### config.mk
export PLATFORM = sky130hd
export DESIGN_NAME = cpu_bus_bridge
export DESIGN_NICKNAME = d
export VERILOG_FILES = /design/src/rtl/cpu_bus_pkg.sv /design/src/rtl/strobe_sync.sv /design/src/rtl/cycle_ctrl.sv /design/src/rtl/data_path.sv /design/src/rtl/cpu_bus_bridge.sv
export SDC_FILE = /design/constraint.sdc
export NUM_CORES = 1
export LEC_CHECK = 0
export CORE_MARGIN = 4
export CORE_UTILIZATION = 38
export CTS_BUF_LIST = sky130_fd_sc_hd__clkbuf_8
export DETAILED_ROUTE_END_ITERATION = 7
export GPL_TIMING_DRIVEN = 0
export HOLD_SLACK_MARGIN = 0.06
export PLACE_DENSITY = 0.83
export SKIP_CTS_REPAIR_TIMING = 1
export SLEW_MARGIN = 25
export SYNTH_ARGS = -nofsm -noshare
export SYNTH_HDL_FRONTEND = slang
export SYNTH_SLANG_ARGS = --single-unit
export TNS_END_PERCENT = 50
### constraint.sdc
create_clock -name clk -period 1.55 [get_ports clk]
set_clock_uncertainty 0.05 [all_clocks]
set_input_delay 0.31 -clock clk [delete_from_list [all_inputs] [get_ports clk]]
set_output_delay 0.31 -clock clk [all_outputs]
set_load 0.02 [all_outputs]
### src/rtl/cpu_bus_pkg.sv
package cpu_bus_pkg;

    localparam int BUS_ADDR_W  = 16;
    localparam int BUS_DATA_W  = 16;
    localparam int SYNC_DEPTH  = 2;

    typedef enum logic [2:0] {
        ST_IDLE,
        ST_PEND,
        ST_DONE,
        ST_RELEASE,
        ST_REARM
    } cyc_state_t;

    // synchronized strobe levels, active low as on the pins
    typedef struct packed {
        logic sel;
        logic adr;
        logic dat;
    } strobe_t;

    function automatic logic strobes_all_low(strobe_t s);
        return !s.sel && !s.adr && !s.dat;
    endfunction

    function automatic logic strobes_all_high(strobe_t s);
        return s.sel && s.adr && s.dat;
    endfunction

    function automatic logic strobes_any_high(strobe_t s);
        return s.sel || s.adr || s.dat;
    endfunction

endpackage

### src/rtl/strobe_sync.sv
module strobe_sync #(
    parameter int WIDTH  = 3,
    parameter int STAGES = 2
) (
    input  logic             clk,
    input  logic             rst,
    input  logic [WIDTH-1:0] async_in,
    output logic [WIDTH-1:0] sync_out
);
    localparam int LAST = STAGES - 1;

    generate
        for (genvar i = 0; i < WIDTH; i++) begin : g_line
            logic [STAGES-1:0] chain;
            always_ff @(posedge clk) begin
                if (rst) begin
                    chain <= '1;
                end else begin
                    chain <= {chain[STAGES-2:0], async_in[i]};
                end
            end
            assign sync_out[i] = chain[LAST];
        end
    endgenerate
endmodule

### src/rtl/cycle_ctrl.sv
module cycle_ctrl
    import cpu_bus_pkg::*;
(
    input  logic    clk,
    input  logic    rst,
    input  strobe_t lines,
    input  logic    int_ready,
    output logic    int_req,
    output logic    start_pulse,
    output logic    done_pulse,
    output logic    ack_out,
    output logic    ack_oe
);
    cyc_state_t state, state_nx;

    always_comb begin
        state_nx = state;
        unique case (state)
            ST_IDLE:    if (strobes_all_low(lines))  state_nx = ST_PEND;
            ST_PEND:    if (int_ready)               state_nx = ST_DONE;
            ST_DONE:    if (strobes_any_high(lines)) state_nx = ST_RELEASE;
            ST_RELEASE:                              state_nx = ST_REARM;
            ST_REARM:   if (strobes_all_high(lines)) state_nx = ST_IDLE;
            default:                                 state_nx = ST_IDLE;
        endcase
    end

    always_ff @(posedge clk) begin
        if (rst) state <= ST_IDLE;
        else     state <= state_nx;
    end

    assign int_req     = (state == ST_PEND);
    assign start_pulse = (state == ST_IDLE) && strobes_all_low(lines);
    assign done_pulse  = (state == ST_PEND) && int_ready;
    assign ack_out     = (state != ST_DONE);
    assign ack_oe      = (state inside {ST_PEND, ST_DONE, ST_RELEASE}) && !lines.sel;

    AST_START_ALL_LOW: assert property (@(posedge clk) disable iff (rst)
        $rose(int_req) |-> $past(strobes_all_low(lines)));
    AST_REQ_HOLD: assert property (@(posedge clk) disable iff (rst)
        int_req && !int_ready |=> int_req);
    AST_ACK_LOW_AFTER_DONE: assert property (@(posedge clk) disable iff (rst)
        ack_oe && !ack_out |-> !int_req);
    AST_ACK_HIGH_BEFORE_FLOAT: assert property (@(posedge clk) disable iff (rst)
        $fell(ack_oe) && !lines.sel |-> $past(ack_out));
    AST_ONE_REQ: assert property (@(posedge clk) disable iff (rst)
        int_req && int_ready |=> !int_req);
endmodule

### src/rtl/data_path.sv
module data_path #(
    parameter int ADDR_W = 16,
    parameter int DATA_W = 16
) (
    input  logic              clk,
    input  logic              rst,
    input  logic              start_pulse,
    input  logic              done_pulse,
    input  logic [ADDR_W-1:0] bus_addr,
    input  logic [DATA_W-1:0] bus_wdata,
    input  logic              bus_rd_wr,
    input  logic              adr_sync_n,
    input  logic [DATA_W-1:0] int_rdata,
    output logic [ADDR_W-1:0] int_addr,
    output logic [DATA_W-1:0] int_wdata,
    output logic              int_we,
    output logic [DATA_W-1:0] data_out,
    output logic              data_oe
);
    logic [ADDR_W-1:0] addr_q;
    logic [DATA_W-1:0] wdata_q;
    logic [DATA_W-1:0] rdata_q;
    logic              we_q;
    logic              rd_hold;

    always_ff @(posedge clk) begin
        if (rst) begin
            addr_q  <= '0;
            wdata_q <= '0;
            we_q    <= 1'b0;
        end else if (start_pulse) begin
            addr_q  <= bus_addr;
            wdata_q <= bus_wdata;
            we_q    <= !bus_rd_wr;
        end
    end

    always_ff @(posedge clk) begin
        if (rst) begin
            rdata_q <= '0;
            rd_hold <= 1'b0;
        end else if (done_pulse && !we_q) begin
            rdata_q <= int_rdata;
            rd_hold <= 1'b1;
        end else if (adr_sync_n) begin
            rd_hold <= 1'b0;
        end
    end

    assign int_addr  = addr_q;
    assign int_wdata = wdata_q;
    assign int_we    = we_q;
    assign data_out  = rdata_q;
    assign data_oe   = rd_hold && !adr_sync_n;

    AST_RDATA_STABLE: assert property (@(posedge clk) disable iff (rst)
        data_oe && $past(data_oe) |-> $stable(data_out));
    AST_WRITE_NO_DRIVE: assert property (@(posedge clk) disable iff (rst)
        data_oe |-> !int_we);
endmodule

### src/rtl/cpu_bus_bridge.sv
module cpu_bus_bridge
    import cpu_bus_pkg::*;
#(
    parameter int ADDR_W      = BUS_ADDR_W,
    parameter int DATA_W      = BUS_DATA_W,
    parameter int SYNC_STAGES = SYNC_DEPTH
) (
    input  logic              clk,
    input  logic              rst,
    input  logic [ADDR_W-1:0] bus_addr,
    input  logic [DATA_W-1:0] bus_data_in,
    output logic [DATA_W-1:0] bus_data_out,
    output logic              bus_data_oe,
    input  logic              bus_rd_wr,
    input  logic              bus_sel_n,
    input  logic              bus_astb_n,
    input  logic              bus_dstb_n,
    output logic              bus_ack_out,
    output logic              bus_ack_oe,
    output logic              int_req,
    output logic              int_we,
    output logic [ADDR_W-1:0] int_addr,
    output logic [DATA_W-1:0] int_wdata,
    input  logic              int_ready,
    input  logic [DATA_W-1:0] int_rdata
);
    localparam int N_STROBES = $bits(strobe_t);

    logic [N_STROBES-1:0] raw_lines;
    strobe_t              lines_s;
    logic                 start_pulse;
    logic                 done_pulse;

    assign raw_lines = {bus_sel_n, bus_astb_n, bus_dstb_n};

    strobe_sync #(
        .WIDTH (N_STROBES),
        .STAGES(SYNC_STAGES)
    ) u_sync (
        .clk     (clk),
        .rst     (rst),
        .async_in(raw_lines),
        .sync_out(lines_s)
    );

    cycle_ctrl u_ctrl (
        .clk        (clk),
        .rst        (rst),
        .lines      (lines_s),
        .int_ready  (int_ready),
        .int_req    (int_req),
        .start_pulse(start_pulse),
        .done_pulse (done_pulse),
        .ack_out    (bus_ack_out),
        .ack_oe     (bus_ack_oe)
    );

    data_path #(
        .ADDR_W(ADDR_W),
        .DATA_W(DATA_W)
    ) u_data (
        .clk        (clk),
        .rst        (rst),
        .start_pulse(start_pulse),
        .done_pulse (done_pulse),
        .bus_addr   (bus_addr),
        .bus_wdata  (bus_data_in),
        .bus_rd_wr  (bus_rd_wr),
        .adr_sync_n (lines_s.adr),
        .int_rdata  (int_rdata),
        .int_addr   (int_addr),
        .int_wdata  (int_wdata),
        .int_we     (int_we),
        .data_out   (bus_data_out),
        .data_oe    (bus_data_oe)
    );

    AST_SEL_HIGH_FLOATS: assert property (@(posedge clk) disable iff (rst)
        $past(bus_sel_n) && bus_sel_n && $past(bus_sel_n, 2) |=> !bus_ack_oe);
endmodule

After elaboration in Yosys (flattened, before gate mapping)
Cells that the tools add are included.
{ "word_totals": {"word_cells": 45, "in_bits": 55, "register_bits": 59, "out_inout_bits": 53} }
{ "op_classes": {"eq_ne": 9, "muxes": 7, "reduce_logical": 20} }
{ "op_table": {"columns": ["cell", "count"], "rows": [
  ["3-bit case mux with 5 select lines", 1],
  ["3-bit two-way mux", 4],
  ["1-bit logical AND", 9],
  ["3-bit by 2-bit equality test with 1-bit output, second input constant", 2],
  ["2-bit by 1-bit != test with 1-bit output, second input constant", 3],
  ["1-bit logical NOT", 5],
  ["4-bit AND reduction", 1],
  ["3-bit by 1-bit equality test with 1-bit output, second input constant", 1],
  ["3-bit equality test, second input constant", 1],
  ["3-bit logical NOT", 1],
  ["3-bit by 2-bit != test with 1-bit output, second input constant", 1],
  ["3-bit nonzero test", 1],
  ["1-bit logical OR", 2],
  ["1-bit two-way mux", 2],
  ["2-bit != test, second input constant", 1],
  ["2-bit nonzero test", 1]
]} }

Depth between registers and ports, before layout
Gate-level depths: netlist of the first run.
{ "logic_depth": {"word_depth": 5, "mapped_depth": 6, "depth_no_buf": 3} }

By module
From an unflattened synthesis of the first run, not the netlist that was laid out.
{ "unflattened": {"cells_unflattened": 221, "area_unflattened_um2": 2358.5} }
{ "by_module_without_submodules": {"columns": ["mod", "cells_each", "area_per_inst_um2", "n_inst", "seq_area_each_um2"], "rows": [
  ["data_path", 181, 1988.2, 1, 1001.0],
  ["cycle_ctrl", 25, 190.2, 1, 60.1],
  ["strobe_sync", 15, 180.2, 1, 120.1]
]} }

Least setup slack after synthesis of the first run
OpenSTA, ideal clock, no wires.
{ "synth_timing": {"path_type": "register -> register", "from": "register u_ctrl.state[2]", "to": "register u_data.we_q, in the netlist u_data.int_we", "arrival_ns": 1.550, "required_time_ns": 1.379, "path_buffers": 0, "synth_period_minus_slack_ns": 1.721, "setup_slack_ns": -0.171, "path_stages_with_launch": 4, "setup_time_ns": 0.121, "path_cell_list": "dfxtp_1 > or4_4 > nor3_4 > mux2_4"} }
{ "synth_via": {"elab_chain_cells": 2} }
{ "synth_rtl": {"columns": ["element", "line_no", "rtl"], "rows": [
  ["from (decl)", "cycle_ctrl.sv:14", "cyc_state_t state, state_nx;"],
  ["from (signal assigned)", "cycle_ctrl.sv:30", "else state <= state_nx;"],
  ["3-bit logical NOT", "cycle_ctrl.sv:34", "assign start_pulse = (state == ST_IDLE) && strobes_all_low(lines);"],
  ["1-bit logical AND", "cycle_ctrl.sv:34", null],
  ["to (signal assigned)", "data_path.sv:34", "we_q <= !bus_rd_wr;"],
  ["to (decl)", "data_path.sv:23", "logic we_q;"]
]} }
Every way passes these cells.
A chain may end at the register's enable or synchronous reset.

Worst setup path in the final report of the first run
{ "layout_timing": {"from": "register u_sync.g_line[1].chain[1]", "to": "register u_data.we_q, in the netlist u_data.int_we"} }
{ "layout_via": {"elab_chain_cells": 4} }
{ "layout_rtl": {"columns": ["element", "line_no", "rtl"], "rows": [
  ["from (decl)", "strobe_sync.sv:14", "logic [STAGES-1:0] chain;"],
  ["from (signal assigned)", "strobe_sync.sv:19", "chain <= {chain[STAGES-2:0], async_in[i]};"],
  ["1-bit logical NOT", "cpu_bus_pkg.sv:23", "return !s.sel && !s.adr && !s.dat;"],
  ["1-bit logical AND (2 in series)", "cpu_bus_pkg.sv:23", null],
  ["1-bit logical AND", "cycle_ctrl.sv:34", null]
]} }
Every way passes these cells.

==> run_results.csv, run 1 <==
group,metric,value,unit
clocking,clk_pin_slew,0.06,ns
clocking,tritoncts,"yes",
pwr,p_seq_frac,0.450,
clocking,numClockSinks,59,
drt,wl,6940,um
clocking,cts_root_buffer,"clkbuf_8",
layout,fin_cells,464,
worst_setup_path,crit_buf_inv,1,
worst_setup_path,cp.arrival,1.94,ns
synth,ys.warnings.count,0,
grt,grt_overflow,0,
worst_setup_path,crit_family,"simple AND/OR/NAND/NOR gates",
timing,period_minus_slack,1.78,ns
pwr,switching_power,0.000699,W
outcome,status,"finished, violations left",
layout,multiInputGateArea,1300,um^2
floorplanning,dieHeight,90.7,um
clocking,clockBufferDepth,2,
place,io_buffers,106,
synth,synth_area,2600,um^2
pwr,switching_share,0.206,
floorplanning,dieWidth,90.7,um
worst_setup_path,reg2reg_depth,4,
pwr,p_per_area,784,nW/um^2
drt,ant_nets,0,
timing,finalMaxSlewViolations,0,
worst_setup_path,cp-start-kind,"flip-flop",
layout,antennaDiodeCount,0,
clocking,htree_levels,3,
place,gp_congestion,0.730,
grt,track_usage,0.157,
drt,wl_per_cell,15.0,um
worst_setup_path,crit_type,"reg -> reg",
grt,grt_antenna_before_repair,0,
timing,rsz0062_at_grt,"yes",
pwr,total_power,0.00339,W
pwr,leakagePower,2.40,nW
worst_setup_path,worstPathRequired,1.72,ns
synth,yosysSeqAreaShare,0.455,
worst_setup_path,end_kind,"flip-flop",
pwr,combPwrFrac,0.080,
drt,first_iter_violations,70,
floorplanning,start_util,0.400,
synth,yosysTopAreaCellShare,0.455,
worst_setup_path,cp_slowest_stage_delay,0.54,ns
pwr,peakVddDrop,0.490,mV
drt,num_vias,2160,
timing,slew_headroom,0.701,
timing,setup_ws,-0.226,ns
floorplanning,coreArea,6490,um^2
floorplanning,rows,29,
synth,netlist-cell-type-count,25,
place,pre_cts_ws,-0.548,ns
synth,synth_area_leaders,"dfxtp_1 45%, nand2b_1 23%, mux2i_1 19%",
worst_setup_path,rr_endpoint,"u_data.int_we",
timing,setup_violations,35,
place,placedCellCount,434,
layout,drive_gt1_frac,0.150,
grt,grt_max_degree,11,
worst_setup_path,crit_chain,"or4_4, nor3_4, buf_12, mux2_4",
drt,drt-pass1-iter-count,4,
worst_setup_path,cp_max_fo,9,
synth,synth_top_area_cell,"dfxtp_1",
worst_setup_path,r2r_setup_slack,-0.23,ns
timing,hold-worst-slack,0.342,ns
hold_path,hold_depth,2,
synth,syn_avg_cell_area,10.3,um^2
clocking,cts_buffers,9,
grt,grt_pass1_vias,2189,
job,maxCapViolations,0,
outcome,violations,"negative setup slack",
layout,area_delta_synth_final,66.6,%
drt,viasPerCell,4.66,
layout,regArea,1200,um^2
floorplanning,dieArea,8220,um^2
timing,max_freq,0.563,GHz
hold_path,whs_endpoint,"u_ctrl.state[2]",
worst_setup_path,r2r_start,"u_sync.g_line[1].chain[1]",
timing,hold_viol,0,
layout,fillers,514,
layout,post-route-util,0.666,
synth,ys_ff_latch,59,
floorplanning,pin_count,108,
hold_path,hp-class,"in -> reg",
synth,postSynthCellCount,251,
layout,num-nets-final,437,
timing,worst_slew_pin_slew,0.448,ns
pwr,intPower,0.00269,W
pwr,p_clk_frac,0.470,
clocking,clk_latency,0.33,ns
drt,route.detailed.drc,0,
grt,grt_pass1_wl,10400,um
worst_setup_path,crit_slowest_cell,"or4_4",
timing,post-route-period-util,1.15,
synth,syn_nets,306,
place,dp.final_hpwl,4630,um
hold_path,min_from,"rst",
==> cells by family after synthesis <==
| logic type | share of synthesized area |
|---|---|
| AND/OR/NAND/NOR | 0.290 |
| multiplexers | 0.191 |
| AO/OA/AOI/OAI | 0.0178 |
| buffers and inverters | 0.0463 |
| flip-flops | 0.455 |
==> final cells by class <==
type,instances,share of cell area
Clock inverter,5,0.0174
Buffer,17,0.0324
Sequential cell,59,0.277
Timing Repair Buffer,121,0.315
Clock buffer,11,0.0350
Tap cell,77,0.0223
Multi-Input combinational cell,174,0.301
==> cells in the mapped netlist <==
cell      number
a21boi_0       1
clkbuf_1      12
mux2_4         1
nor4_1         1
nand3_1        2
or3b_2         1
or2_2          6
nor3_1         2
buf_12         1
buf_2          2
nor3_4         1
nand3b_1       2
or4_4          1
o21ba_2        1
o311a_1        1
nand2b_1      97
nor3b_1        1
o31a_1         1
mux2i_1       48
o21ai_0        1
buf_8          3
dfxtp_1       59
a21oi_1        1
nor2b_1        2
nor2_1         3
==> routing by layer <==
| layer | up-vias | part of all wire | global-route usage |
|---|---|---|---|
| li1 | 1082 | - | - |
| met1 | 993 | 0.44 | 0.187 |
| met2 | 77 | 0.47 | 0.250 |
| met3 | 8 | 0.076 | 0.0558 |
| met4 | 0 | 0.012 | 0.0727 |
| met5 | - | 0 | 0 |
==> power by group through the flow <==
stage	clock [W]	combinational, W	sequential, W
2_1_floorplan	0	0.000102	0.00157
3_3_place_gp	0	0.000264	0.00156
3_5_place_dp	0	0.000266	0.00157
4_1_cts	0.00163	0.000268	0.00153
5_1_grt	0.00169	0.000293	0.00153
6_report	0.00160	0.000271	0.00153
==> registers in the layout, summed over array words and instances, names as in the netlist <==
register,count
u_data.data_out,16
u_data.int_addr,16
u_data.int_wdata,16
u_sync.g_line.chain,6
u_ctrl.state,3
u_data.int_we,1
u_data.rd_hold,1
==> layout by cell type, fill, tap and decap left out, types with 3 or more instances in the layout <==
cell | synthesis | layout
clkbuf_16 | 0 | 4
or2_2 | 6 | 6
buf_4 | 0 | 13
nand2b_1 | 97 | 97
dfxtp_4 | 0 | 4
clkbuf_1 | 12 | 11
mux2i_1 | 48 | 48
dfxtp_1 | 59 | 55
clkbuf_8 | 0 | 11
clkinv_2 | 0 | 3
nor2_1 | 3 | 3
clkdlybuf4s50_1 | 0 | 53
buf_12 | 1 | 5
dlymetal6s2s_1 | 0 | 49
==> worst reg2reg max path, cell delays in order (launching register included) <==
cell and delay [ns]:
dfxtp_4 0.35, or4_4 0.54, nor3_4 0.23, buf_12 0.18, mux2_4 0.31
==> through the flow <==
step	setup TNS (ns)	area (um^2)
4_1_cts	-21.54	3980
6_report	-6.27	4330
3_3_place_gp	-15.68	3750
5_1_grt	-9.28	4330
2_1_floorplan	-4.71	2600
3_5_place_dp	-17.22	3750
==> worst max path at each step <==
stage	from	endpoint	slack (ns)	cells past startpoint
finish	u_sync.g_line[1].chain[1]	u_data.int_we	-0.23	4
global route	u_sync.g_line[1].chain[1]	u_data.int_wdata[6]	-0.30	5
CTS	u_ctrl.state[1]	bus_ack_out	-0.88	3
detailed placement	int_ready	u_data.data_out[8]	-0.55	6
global placement	int_ready	u_data.data_out[7]	-0.51	6
floorplan	u_ctrl.state[2]	u_data.int_we	-0.15	3
(Power assumes the default switching activity.)
==> run 2: changes to the inputs <==
--- a/config.mk
+++ b/config.mk
@@ -11,7 +11,7 @@
 export DETAILED_ROUTE_END_ITERATION = 7
 export GPL_TIMING_DRIVEN = 0
 export HOLD_SLACK_MARGIN = 0.06
-export PLACE_DENSITY = 0.83
+export PLACE_DENSITY = 0.8
 export SKIP_CTS_REPAIR_TIMING = 1
 export SLEW_MARGIN = 25
 export SYNTH_ARGS = -nofsm -noshare
==> constraint.sdc (replaced) <==
create_clock -name clk -period 2.12 [get_ports clk]
set_clock_uncertainty 0.05 [all_clocks]
set_input_delay 0.424 -clock clk [delete_from_list [all_inputs] [get_ports clk]]
set_output_delay 0.424 -clock clk [all_outputs]
set_load 0.02 [all_outputs]
==> run_results.csv, run 2 (synthesis gave the netlist of run 1 again) <==
group,metric,value,unit
layout,layout_commonest_cell,"clkdlybuf4s50_1",
layout,fin_cells,447,
clocking,clk_latency,0.31,ns
grt,track_usage,0.151,
timing,setup_violations,0,
layout,finalInstanceArea,3930,um^2
place,io_buffers,106,
layout,fillers,579,
layout,final_cell_mix,"103 x clkdlybuf4s50_1, 97 x nand2b_1, 58 x dfxtp_1, 48 x mux2i_1",
place,dp.final_hpwl,4710,um
drt,drt-pass1-iter-count,5,
floorplanning,pin_count,108,
grt,grt_max_degree,11,
timing,finalMaxSlewViolations,0,
pwr,leakagePower,1.38,nW
pwr,intPower,0.00172,W
grt,grt_pass1_wl,10100,um
layout,area_delta_synth_final,51.2,%
floorplanning,start_util,0.400,
drt,route.detailed.drc,0,
clocking,clk_pin_slew,0.06,ns
pwr,combPwrFrac,0.089,
pwr,switching_share,0.212,
hold_path,hp-class,"reg -> reg",
pwr,peakVddDrop,0.258,mV
pwr,p_per_area,556,nW/um^2
timing,max_freq,0.512,GHz
worst_setup_path,cp_max_fo,5,
timing,post-route-period-util,0.922,
floorplanning,dieHeight,90.7,um
worst_setup_path,cp-start-kind,"flip-flop",
layout,drive_gt1_frac,0.0865,
layout,num-nets-final,422,
worst_setup_path,worstPathRequired,1.65,ns
drt,ant_nets,0,
place,place_area,3750,um^2
grt,grt_pass1_vias,2076,
layout,antennaDiodeCount,0,
timing,hold_viol,0,
pwr,total_power,0.00218,W
pwr,switching_power,0.000462,W
timing,rsz0062_at_grt,"no",
worst_setup_path,crit_type,"reg -> out",
grt,grt_antenna_before_repair,0,
drt,first_iter_violations,42,
clocking,tritoncts,"yes",
timing,period_minus_slack,1.95,ns
job,maxCapViolations,0,
drt,viasPerCell,4.65,
floorplanning,coreArea,6490,um^2
clocking,numClockSinks,59,
layout,regArea,1180,um^2
grt,grt_overflow,0,
clocking,cts_root_buffer,"clkbuf_8",
timing,slew_headroom,0.665,
drt,wl_per_cell,14.3,um
worst_setup_path,end_kind,"output port",
floorplanning,dieWidth,90.7,um
layout,post-route-util,0.604,
layout,multiInputGateArea,1290,um^2
pwr,p_seq_frac,0.514,
floorplanning,dieArea,8220,um^2
floorplanning,rows,29,
clocking,htree_levels,3,
worst_setup_path,cp.arrival,1.48,ns
clocking,clockBufferDepth,2,
place,placedCellCount,434,
timing,worst_slew_pin_slew,0.500,ns
clocking,cts_buffers,9,
drt,num_vias,2078,
drt,wl,6370,um
outcome,status,"completed",
place,gp_congestion,0.734,
pwr,p_clk_frac,0.398,
==> run 2: cell types whose count changed in the layout (fill, tap and decap cells not counted), sizes merged <==
cell	delta
bufinv	-2
buf	-14
clkdlybuf4s50	+50
dlymetal6s2s	-46
clkbuf	-5
==> run 2: layout make-up <==
cell class,count,area share
Multi-Input combinational cell,174,0.330
Sequential cell,59,0.301
Timing Repair Buffer,106,0.272
Clock buffer,11,0.0386
Buffer,17,0.0296
Tap cell,77,0.0245
Clock inverter,3,0.00383
==> run 2: final timing paths <==
check                             from                        end  slack [ns]  cells past startpoint
max          u_sync.g_line[1].chain[1]                bus_data_oe        0.17                      2
min          u_sync.g_line[0].chain[0]  u_sync.g_line[0].chain[1]        0.36                      1
max reg2reg            u_ctrl.state[2]       u_data.int_wdata[12]        0.21                      4
min reg2reg  u_sync.g_line[0].chain[0]  u_sync.g_line[0].chain[1]        0.36                      1
==> run 2: through the flow <==
step	worst slack, ns	TNS (ns)	hold slack (ns)
after floorplan	0.399	0	0.339
after global placement	-0.0964	-0.800	0.342
after detailed placement	-0.163	-1.35	0.343
after CTS	-0.388	-0.720	0.358
after global routing	0.0440	0	0.375
final	0.166	0	0.358
==> run 2: critical path, stage by stage, from the launching register on <==
cell	delay (ns)
dfxtp_1	0.35
nor2b_1	0.18
clkdlybuf4s50_1	0.64
==> run 2: metal layers <==
metal	vias up	track usage	wire, um
met1	955	0.191	2780
met5	-	0	0
met2	66	0.238	3030
met3	7	0.0558	505
met4	0	0.0497	53
li1	1050	-	-
==> run 2: power by group through the flow <==
stage / Combinational (W) / Clock, W / Sequential [W]
detailed placement: 0.000195 / 0 / 0.00114
floorplan: 0.0000742 / 0 / 0.00115
finish: 0.000193 / 0.000868 / 0.00112
global route: 0.000210 / 0.000949 / 0.00112
CTS: 0.000196 / 0.000902 / 0.00112
global placement: 0.000194 / 0 / 0.00114
